<file path="config.mk">
export PLATFORM = sky130hd
export DESIGN_NAME = cnt_glitch_filter
export DESIGN_NICKNAME = d
export VERILOG_FILES = /design/src/rtl/cgf_pkg.sv /design/src/rtl/cgf_judge.sv /design/src/rtl/cgf_seq.sv /design/src/rtl/cgf_warn.sv /design/src/rtl/cnt_glitch_filter.sv
export SDC_FILE = /design/constraint.sdc
export NUM_CORES = 1
export LEC_CHECK = 0
export BUFFER_PORTS_ARGS = -buffer_cell sky130_fd_sc_hd__buf_2
export CAP_MARGIN = 20
export CORE_AREA = 2 2 101 103
export CTS_BUF_LIST = sky130_fd_sc_hd__clkbuf_4
export DETAILED_ROUTE_END_ITERATION = 8
export DIE_AREA = 0 0 103 105
export PLACE_DENSITY = 0.81
export SLEW_MARGIN = 20
export SYNTH_ARGS = -nofsm -noshare
export SYNTH_HDL_FRONTEND = slang
export SYNTH_SLANG_ARGS = --single-unit
</file>
<file path="constraint.sdc">
create_clock -name clk -period 5.3 [get_ports clk]
set_input_delay 1.06 -clock clk [delete_from_list [all_inputs] [get_ports clk]]
set_output_delay 1.06 -clock clk [all_outputs]
set_load 0.02 [all_outputs]
</file>
<file path="src/rtl/cgf_pkg.sv">
package cgf_pkg;
  typedef enum logic [1:0] {
    ST_IDLE = 2'd0,
    ST_SAMP = 2'd1,
    ST_RESP = 2'd2
  } cgf_state_e;
endpackage

</file>
<file path="src/rtl/cgf_judge.sv">
// Flags a sample taken while a carry may be crossing the guarded field.
module cgf_judge #(
  parameter int CNT_W = 64,
  parameter int LOW_W = 10
) (
  input  logic [CNT_W-1:0] smp_i,
  output logic             reject_o
);
  logic [LOW_W-1:0] low_plus1;

  // all-ones wraps to 0, all-zeros becomes 1
  assign low_plus1 = smp_i[LOW_W-1:0] + LOW_W'(1);
  assign reject_o  = (low_plus1 <= LOW_W'(1));
endmodule

</file>
<file path="src/rtl/cgf_seq.sv">
module cgf_seq
  import cgf_pkg::*;
#(
  parameter int MAX_TRIES = 150
) (
  input  logic clk,
  input  logic rst_n,
  input  logic req_valid_i,
  output logic req_ready_o,
  output logic rsp_valid_o,
  input  logic rsp_ready_i,
  input  logic reject_i,
  output logic capture_o,
  output logic give_up_o
);
  localparam int TRY_W = (MAX_TRIES > 1) ? $clog2(MAX_TRIES) : 1;

  cgf_state_e       state;
  logic [TRY_W-1:0] tries;
  logic             last_try;

  assign last_try    = (tries == TRY_W'(MAX_TRIES - 1));
  assign capture_o   = (state == ST_SAMP) && (!reject_i || last_try);
  assign give_up_o   = (state == ST_SAMP) && reject_i && last_try;
  assign req_ready_o = (state == ST_IDLE);
  assign rsp_valid_o = (state == ST_RESP);

  always_ff @(posedge clk) begin
    if (!rst_n) begin
      state <= ST_IDLE;
      tries <= '0;
    end else begin
      case (state)
        ST_IDLE: if (req_valid_i) begin
          state <= ST_SAMP;
          tries <= '0;
        end
        ST_SAMP: if (capture_o) state <= ST_RESP;
                 else           tries <= tries + TRY_W'(1);
        ST_RESP: if (rsp_ready_i) state <= ST_IDLE;
        default: state <= ST_IDLE;
      endcase
    end
  end

  a_r3_try_bound: assert property (@(posedge clk) disable iff (!rst_n)
    (state == ST_SAMP) |-> (tries <= TRY_W'(MAX_TRIES - 1)));
endmodule

</file>
<file path="src/rtl/cgf_warn.sv">
module cgf_warn (
  input  logic clk,
  input  logic rst_n,
  input  logic set_i,
  input  logic clr_i,
  output logic warn_o
);
  always_ff @(posedge clk) begin
    if (!rst_n)     warn_o <= 1'b0;
    else if (set_i) warn_o <= 1'b1;
    else if (clr_i) warn_o <= 1'b0;
  end

  a_r4_sticky: assert property (@(posedge clk) disable iff (!rst_n)
    (warn_o && !clr_i) |=> warn_o);
endmodule

</file>
<file path="src/rtl/cnt_glitch_filter.sv">
module cnt_glitch_filter #(
  parameter int CNT_W     = 64,
  parameter int LOW_W     = 10,
  parameter int MAX_TRIES = 150,
  parameter int TVAL_W    = 32
) (
  input  logic              clk,
  input  logic              rst_n,
  input  logic [CNT_W-1:0]  cnt_i,
  input  logic              req_valid_i,
  output logic              req_ready_o,
  output logic              rsp_valid_o,
  input  logic              rsp_ready_i,
  output logic [CNT_W-1:0]  rsp_data_o,
  input  logic [CNT_W-1:0]  cmp_i,
  output logic [TVAL_W-1:0] tval_o,
  output logic              warn_o,
  input  logic              warn_clr_i
);
  logic reject, capture, give_up;
  logic [CNT_W-1:0] held;

  cgf_judge #(.CNT_W(CNT_W), .LOW_W(LOW_W)) u_judge (
    .smp_i(cnt_i), .reject_o(reject));

  cgf_seq #(.MAX_TRIES(MAX_TRIES)) u_seq (
    .clk(clk), .rst_n(rst_n),
    .req_valid_i(req_valid_i), .req_ready_o(req_ready_o),
    .rsp_valid_o(rsp_valid_o), .rsp_ready_i(rsp_ready_i),
    .reject_i(reject), .capture_o(capture), .give_up_o(give_up));

  cgf_warn u_warn (
    .clk(clk), .rst_n(rst_n), .set_i(give_up), .clr_i(warn_clr_i),
    .warn_o(warn_o));

  always_ff @(posedge clk) begin
    if (!rst_n)       held <= '0;
    else if (capture) held <= cnt_i;
  end

  assign rsp_data_o = held;
  assign tval_o     = cmp_i[TVAL_W-1:0] - held[TVAL_W-1:0];

  a_r6_hold: assert property (@(posedge clk) disable iff (!rst_n)
    (rsp_valid_o && !rsp_ready_i) |=> (rsp_valid_o && $stable(rsp_data_o)));

  a_r5_busy: assert property (@(posedge clk) disable iff (!rst_n)
    rsp_valid_o |-> !req_ready_o);

  a_r2_clean: assert property (@(posedge clk) disable iff (!rst_n)
    ($rose(rsp_valid_o) && !$past(give_up)) |->
      (rsp_data_o[LOW_W-1:0] != '0 && rsp_data_o[LOW_W-1:0] != '1));

  a_r4_raise: assert property (@(posedge clk) disable iff (!rst_n)
    give_up |=> warn_o);
endmodule

</file>
== Word level (Yosys, flattened, before mapping) ==
Index checks and enable logic that the tools add are counted.

* $add $sub $neg: 3
* Order comparisons: 1
* Equality and inequality tests: 7
* Reductions and logical operators: 10
* Mux-type cells: 9

{| class="wikitable"
|+ Operators with widths
! operator !! count
|-
| $sub A32 B32 Y32 || 1
|-
| $mux W8 || 2
|-
| $pmux W8 S2 || 1
|-
| $add A10 B1 Y10 const B || 1
|-
| $le A10 B1 Y1 const B || 1
|-
| $add A8 B1 Y8 const B || 1
|-
| $eq A8 B8 Y1 const B || 1
|-
| $mux W2 || 3
|-
| $ne A2 B2 Y1 const B || 3
|-
| $pmux W2 S3 || 1
|-
| $reduce_and A3 Y1 || 2
|-
| $reduce_bool A2 Y1 || 2
|-
| $logic_and A1 B1 Y1 || 3
|-
| $eq A2 B1 Y1 const B || 1
|-
| $eq A2 B2 Y1 const B || 1
|-
| $logic_not A2 Y1 || 1
|-
| $mux W1 || 2
|-
| $ne A2 B1 Y1 const B || 1
|-
| $logic_not A1 Y1 || 1
|-
| $logic_or A1 B1 Y1 || 1
|}

* Output and inout port bits: 99
* Flip-flop bits (word level): 75
* Word-level logic and storage cells: 34

== Logic depth before layout (Yosys ltp) ==
* Depth in word-level cells: 7
* Depth in mapped cells: 13

== Cells and area by module ==
From an unflattened synthesis, not the netlist that was laid out.

* Cell total of the unflattened synthesis: 548
* Area total of the unflattened synthesis: 4,740.8 um^2

{| class="wikitable"
|+ Modules (own cells, without submodules)
! module !! times used !! area an instance (um^2) !! cells an instance
|-
| cnt_glitch_filter || 1 || 4,106.4 || 469
|-
| cgf_seq || 1 || 548.0 || 68
|-
| cgf_judge || 1 || 45.0 || 8
|-
| cgf_warn || 1 || 41.3 || 3
|}

== Worst setup path before layout ==
Ideal clock, no wire load.

* Path kind: input port to output port
* From: input cmp_i[2]
* To: output tval_o[30]
* Path slack: 0.933 ns
* Stages on the path: 11
* Data required time: 4.240 ns
* Data arrival time: 3.307 ns
* Cells stage by stage: ha_1 -> nor2b_1 -> o31a_1 -> o2111ai_2 -> nand2_2 -> o21ai_2 -> o21ai_2 -> a211o_1 -> a21o_1 -> a311oi_2 -> xnor2_1

* Longest elaborated chain between the ends: 1

{| class="wikitable"
|+ Ends and longest elaborated chain
! what !! line !! text
|-
| start: declaration || cnt_glitch_filter.sv:15 || <nowiki>input logic [CNT_W-1:0] cmp_i,</nowiki>
|-
| $sub A32 B32 Y32 || cnt_glitch_filter.sv:42 || <nowiki>assign tval_o = cmp_i[TVAL_W-1:0] - held[TVAL_W-1:0];</nowiki>
|-
| end: declaration || cnt_glitch_filter.sv:16 || <nowiki>output logic [TVAL_W-1:0] tval_o,</nowiki>
|}

No other way between the ends.

== Worst setup path after layout ==
* From: input cmp_i[0]
* To: output tval_o[30]

Same word-level chain as after synthesis.

==> summary.md <==
| Metric | Value |
|---|---|
| Status | `finished, final reports clean` |
| CTS Sinks | `75` |
| Worst hold path type | `register to register` |
| DR vias/cell | `5.09` |
| Met2 Resource Use GR | `37.2%` |
| Max-slew headroom | `32.3%` |
| Fmax | `202 MHz` |
| CTS tree | `done` |
| Pwr dens | `245 nW/um2` |
| Gpl congestion | `0.929` |
| DR vias | `4,528` |
| Sequential Power Share | `43.6%` |
| Final setup vio count | `0` |
| Asr flop ratio synth | `0%` |
| DIE WIDTH | `103 um` |
| Ant diodes | `0` |
| First-pass GRT wire length | `19.4 mm` |
| Worst-Margin Slew | `1020 ps` |
| RSZ-0062 raised after global routing | `false` |
| Fin. Hold Viols | `0` |
| Total Die Area | `10,800 um2` |
| Worst Reg-to-Reg Cells | `8` |
| Critical hold path startpoint | `rsp_data_o[42]$_SDFFE_PN0P_` |
| Max Fanout on Critical Path | `3` |
| Initial DRC Count | `238` |
| HPWL after DPL | `9.24 mm` |
| Dpl cell area | `5550 um2` |
| Most used routing layer | `met2` |
| Antenna Violating Nets Remaining | `0` |
| Initial antenna violation count | `0` |
| Core Box Area | `9640 um2` |
| Nets | `918` |
| FF+latch count, synth | `75` |
| Critical path origin | `cmp_i[0]` |
| Post-Syn Nets | `731` |
| Util after Layout | `58.8%` |
| Fin cells | `889` |
| Peak VDD IR | `0.000194 V` |
| Global-route usage over all layers | `22.2%` |
| Post-synth top cells | `nand2_1, dfxtp_1, a21boi_0, inv_1, ha_1` |
| CP required | `4240 ps` |
| Post-synth EDFFs | `0` |
| Total wire length | `12.1 mm` |
| Worst-path clk slew | `120 ps` |
| Mapped Cells | `564` |
| Hold Buf Count CTS | `0` |
| Pins Over Slew Limit | `0` |
| Reg-to-Reg Start | `u_seq.tries[0]$_SDFFE_PN0P_` |
| I/O pin count | `232` |
| LEAKAGE | `2.56 nW` |
| Area contributors post-synth | `dfxtp_1, nand2_1, a21boi_0` |
| CTS root buf | `clkbuf_4` |
| RR Endpoint | `rsp_data_o[30]$_SDFFE_PN0P_` |
| CTS max path bufs | `2` |
| Hold depth | `2` |
| Setup WS post-layout | `362 ps` |
| Initial Util | `46.3%` |
| CP Cell Sequence | `buf_2 > inv_1 > ha_1 > fa_1 > nor2b_1 > o31a_1 > o2111ai_2 > nand2_2 > o21ai_2 > o21ai_2 > a211o_1 > a21o_1 > a311oi_2 > xnor2_1 > buf_2` |
| Largest net degree at the start of global routing | `70` |
| Setup CP Type | `input port to primary output` |
| R2r setup slk | `3030 ps` |
| WHS | `475 ps` |
| GRT overflow | `0` |
| Met3 usage | `3.61%` |
| Die Y-Extent | `105 um` |
| DRT Pass-1 Iters | `4` |
| Worst Hold End | `rsp_data_o[42]$_SDFFE_PN0P_` |
| CP max stage cell | `a311oi_2` |
| Gate power share | `35.2%` |
| Clock group share of total power | `21.2%` |
| Pint | `0.876 mW` |
| Dominant synthesized flop cell | `dfxtp_1` |
| Synth cell types | `44` |
| Most used standard cell by instance count after synthesis | `nand2_1` |
| Setup TNS | `0 ps` |
| Synth area leader | `dfxtp_1` |
| Synthesized area per cell | `7.91 um2` |
| Layout cell share with drive strength beyond 1 | `30.3%` |
| Post-CTS resize count | `0` |
| Crit path largest cell delay | `300 ps` |
| Setup bufs post-CTS | `0` |
| M1 GR Usage | `26.6%` |
| Worst Setup Start Kind | `input port` |
| Final Total Pwr | `1.39 mW` |
| Worst Path Arrival | `3880 ps` |
| Vias in the first global route | `4,308` |
| Max Cap Viol | `0` |
| Setup Skew | `12.0 ps` |
| Number of remaining DRC errors | `0` |
| Wire per inst | `13.6 um` |
| Syn-to-layout area delta | `27.0%` |
| Placed Instances | `873` |
| Worst-Skew Late Latency | `410 ps` |
| Switching share of total power | `36.9%` |
| Sw power | `0.513 mW` |
| Total CTS buffers | `9` |
| Place WS | `433 ps` |
| Register area share after synthesis | `33.7%` |
| Critical Path End Type | `primary output` |
| Post-route cell area | `5660 um2` |
| Tmin final | `4940 ps` |
| Num rows | `36` |
| Tcrit/Tclk final | `93.2%` |
| Htree depth | `3` |
| YS warnings | `0` |
| Yosys top cell area share | `33.7%` |
| Post-Syn Area | `4460 um2` |
| Port Buffers | `199` |
## registers in the layout (all words and copies together) (netlist names)
| register | cells |
|---|---|
| u_seq.tries | 8 |
| u_warn.warn_o | 1 |
| rsp_data_o | 64 |
| u_seq.state | 2 |
## cell type report
cell class,instances,area [um2]
Timing Repair Buffer,200,1000
Fill cell,900,3980
Multi-Input combinational cell,429,2750
Tap cell,133,166
Clock buffer,10,75.1
Clock inverter,6,32.5
Inverter,36,135
Sequential cell,75,1500
## worst max-delay path, delay by kind of cell
kind	cells	cell delay (ps)
buffers and inverters	3	350
AND/OR/NAND/NOR	2	190
adder cells (fa/ha/maj)	2	430
AO/OA/AOI/OAI	7	1670
XOR/XNOR	1	160
## cell usage in the layout, fill, tap and decap left out, drive strengths merged
| cell type | Yosys | final |
|---|---|---|
| xor2 | 15 | 15 |
| nor3b | 1 | 1 |
| clkinvlp | 0 | 2 |
| a311oi | 2 | 2 |
| o22ai | 1 | 1 |
| a31oi | 6 | 6 |
| nand3 | 8 | 8 |
| o31a | 2 | 2 |
| o21ai | 16 | 16 |
| inv | 36 | 36 |
| o31ai | 1 | 1 |
| clkbuf | 22 | 10 |
| and4 | 2 | 2 |
| and2 | 2 | 2 |
| o21bai | 2 | 2 |
| dfxtp | 75 | 75 |
| o2111ai | 1 | 1 |
| nor2 | 21 | 21 |
| o21a | 10 | 10 |
| fa | 1 | 1 |
| nor3 | 2 | 2 |
| buf | 2 | 200 |
| and3 | 4 | 4 |
| a31o | 1 | 1 |
| clkinv | 0 | 4 |
| nand2b | 4 | 4 |
| nor4 | 2 | 2 |
| nand2 | 147 | 147 |
| a21o | 17 | 17 |
| ha | 33 | 33 |
| and3b | 1 | 1 |
| a211oi | 2 | 2 |
| a21oi | 25 | 25 |
| nand4b | 1 | 1 |
| nor2b | 8 | 8 |
| xnor2 | 21 | 21 |
| a211o | 1 | 1 |
| nand4 | 5 | 5 |
| a21boi | 64 | 64 |
## power groups by stage
stage / Sequential (mW) / Clock (mW) / Combinational, mW
2_1_floorplan: 0.646 / 0 / 0.298
3_3_place_gp: 0.616 / 0 / 0.472
3_5_place_dp: 0.618 / 0 / 0.486
4_1_cts: 0.605 / 0.307 / 0.487
5_1_grt: 0.608 / 0.334 / 0.532
6_report: 0.605 / 0.295 / 0.489
## layer usage
metal	wire, um	up-vias	share of wire (%)
met5	0	-	0
li1	-	2268	-
met4	387	0	3.2
met1	5070	2059	42
met3	639	33	5.3
met2	6030	168	50
## cell families after synthesis
group / synth area share, %
simple gates: 19.8
xor+xnor: 7.07
compound gates: 24.7
fa+ha+maj: 9.71
buf+inv: 5.08
flops: 33.7
## worst max-delay path by stage
stage | endpoint | cells past startpoint
detailed placement | tval_o[30] | 15
global route | tval_o[30] | 15
floorplan | tval_o[30] | 11
global placement | tval_o[30] | 15
CTS | tval_o[30] | 15
finish | tval_o[30] | 15
Note: power is estimated with default switching activity, not from simulation.
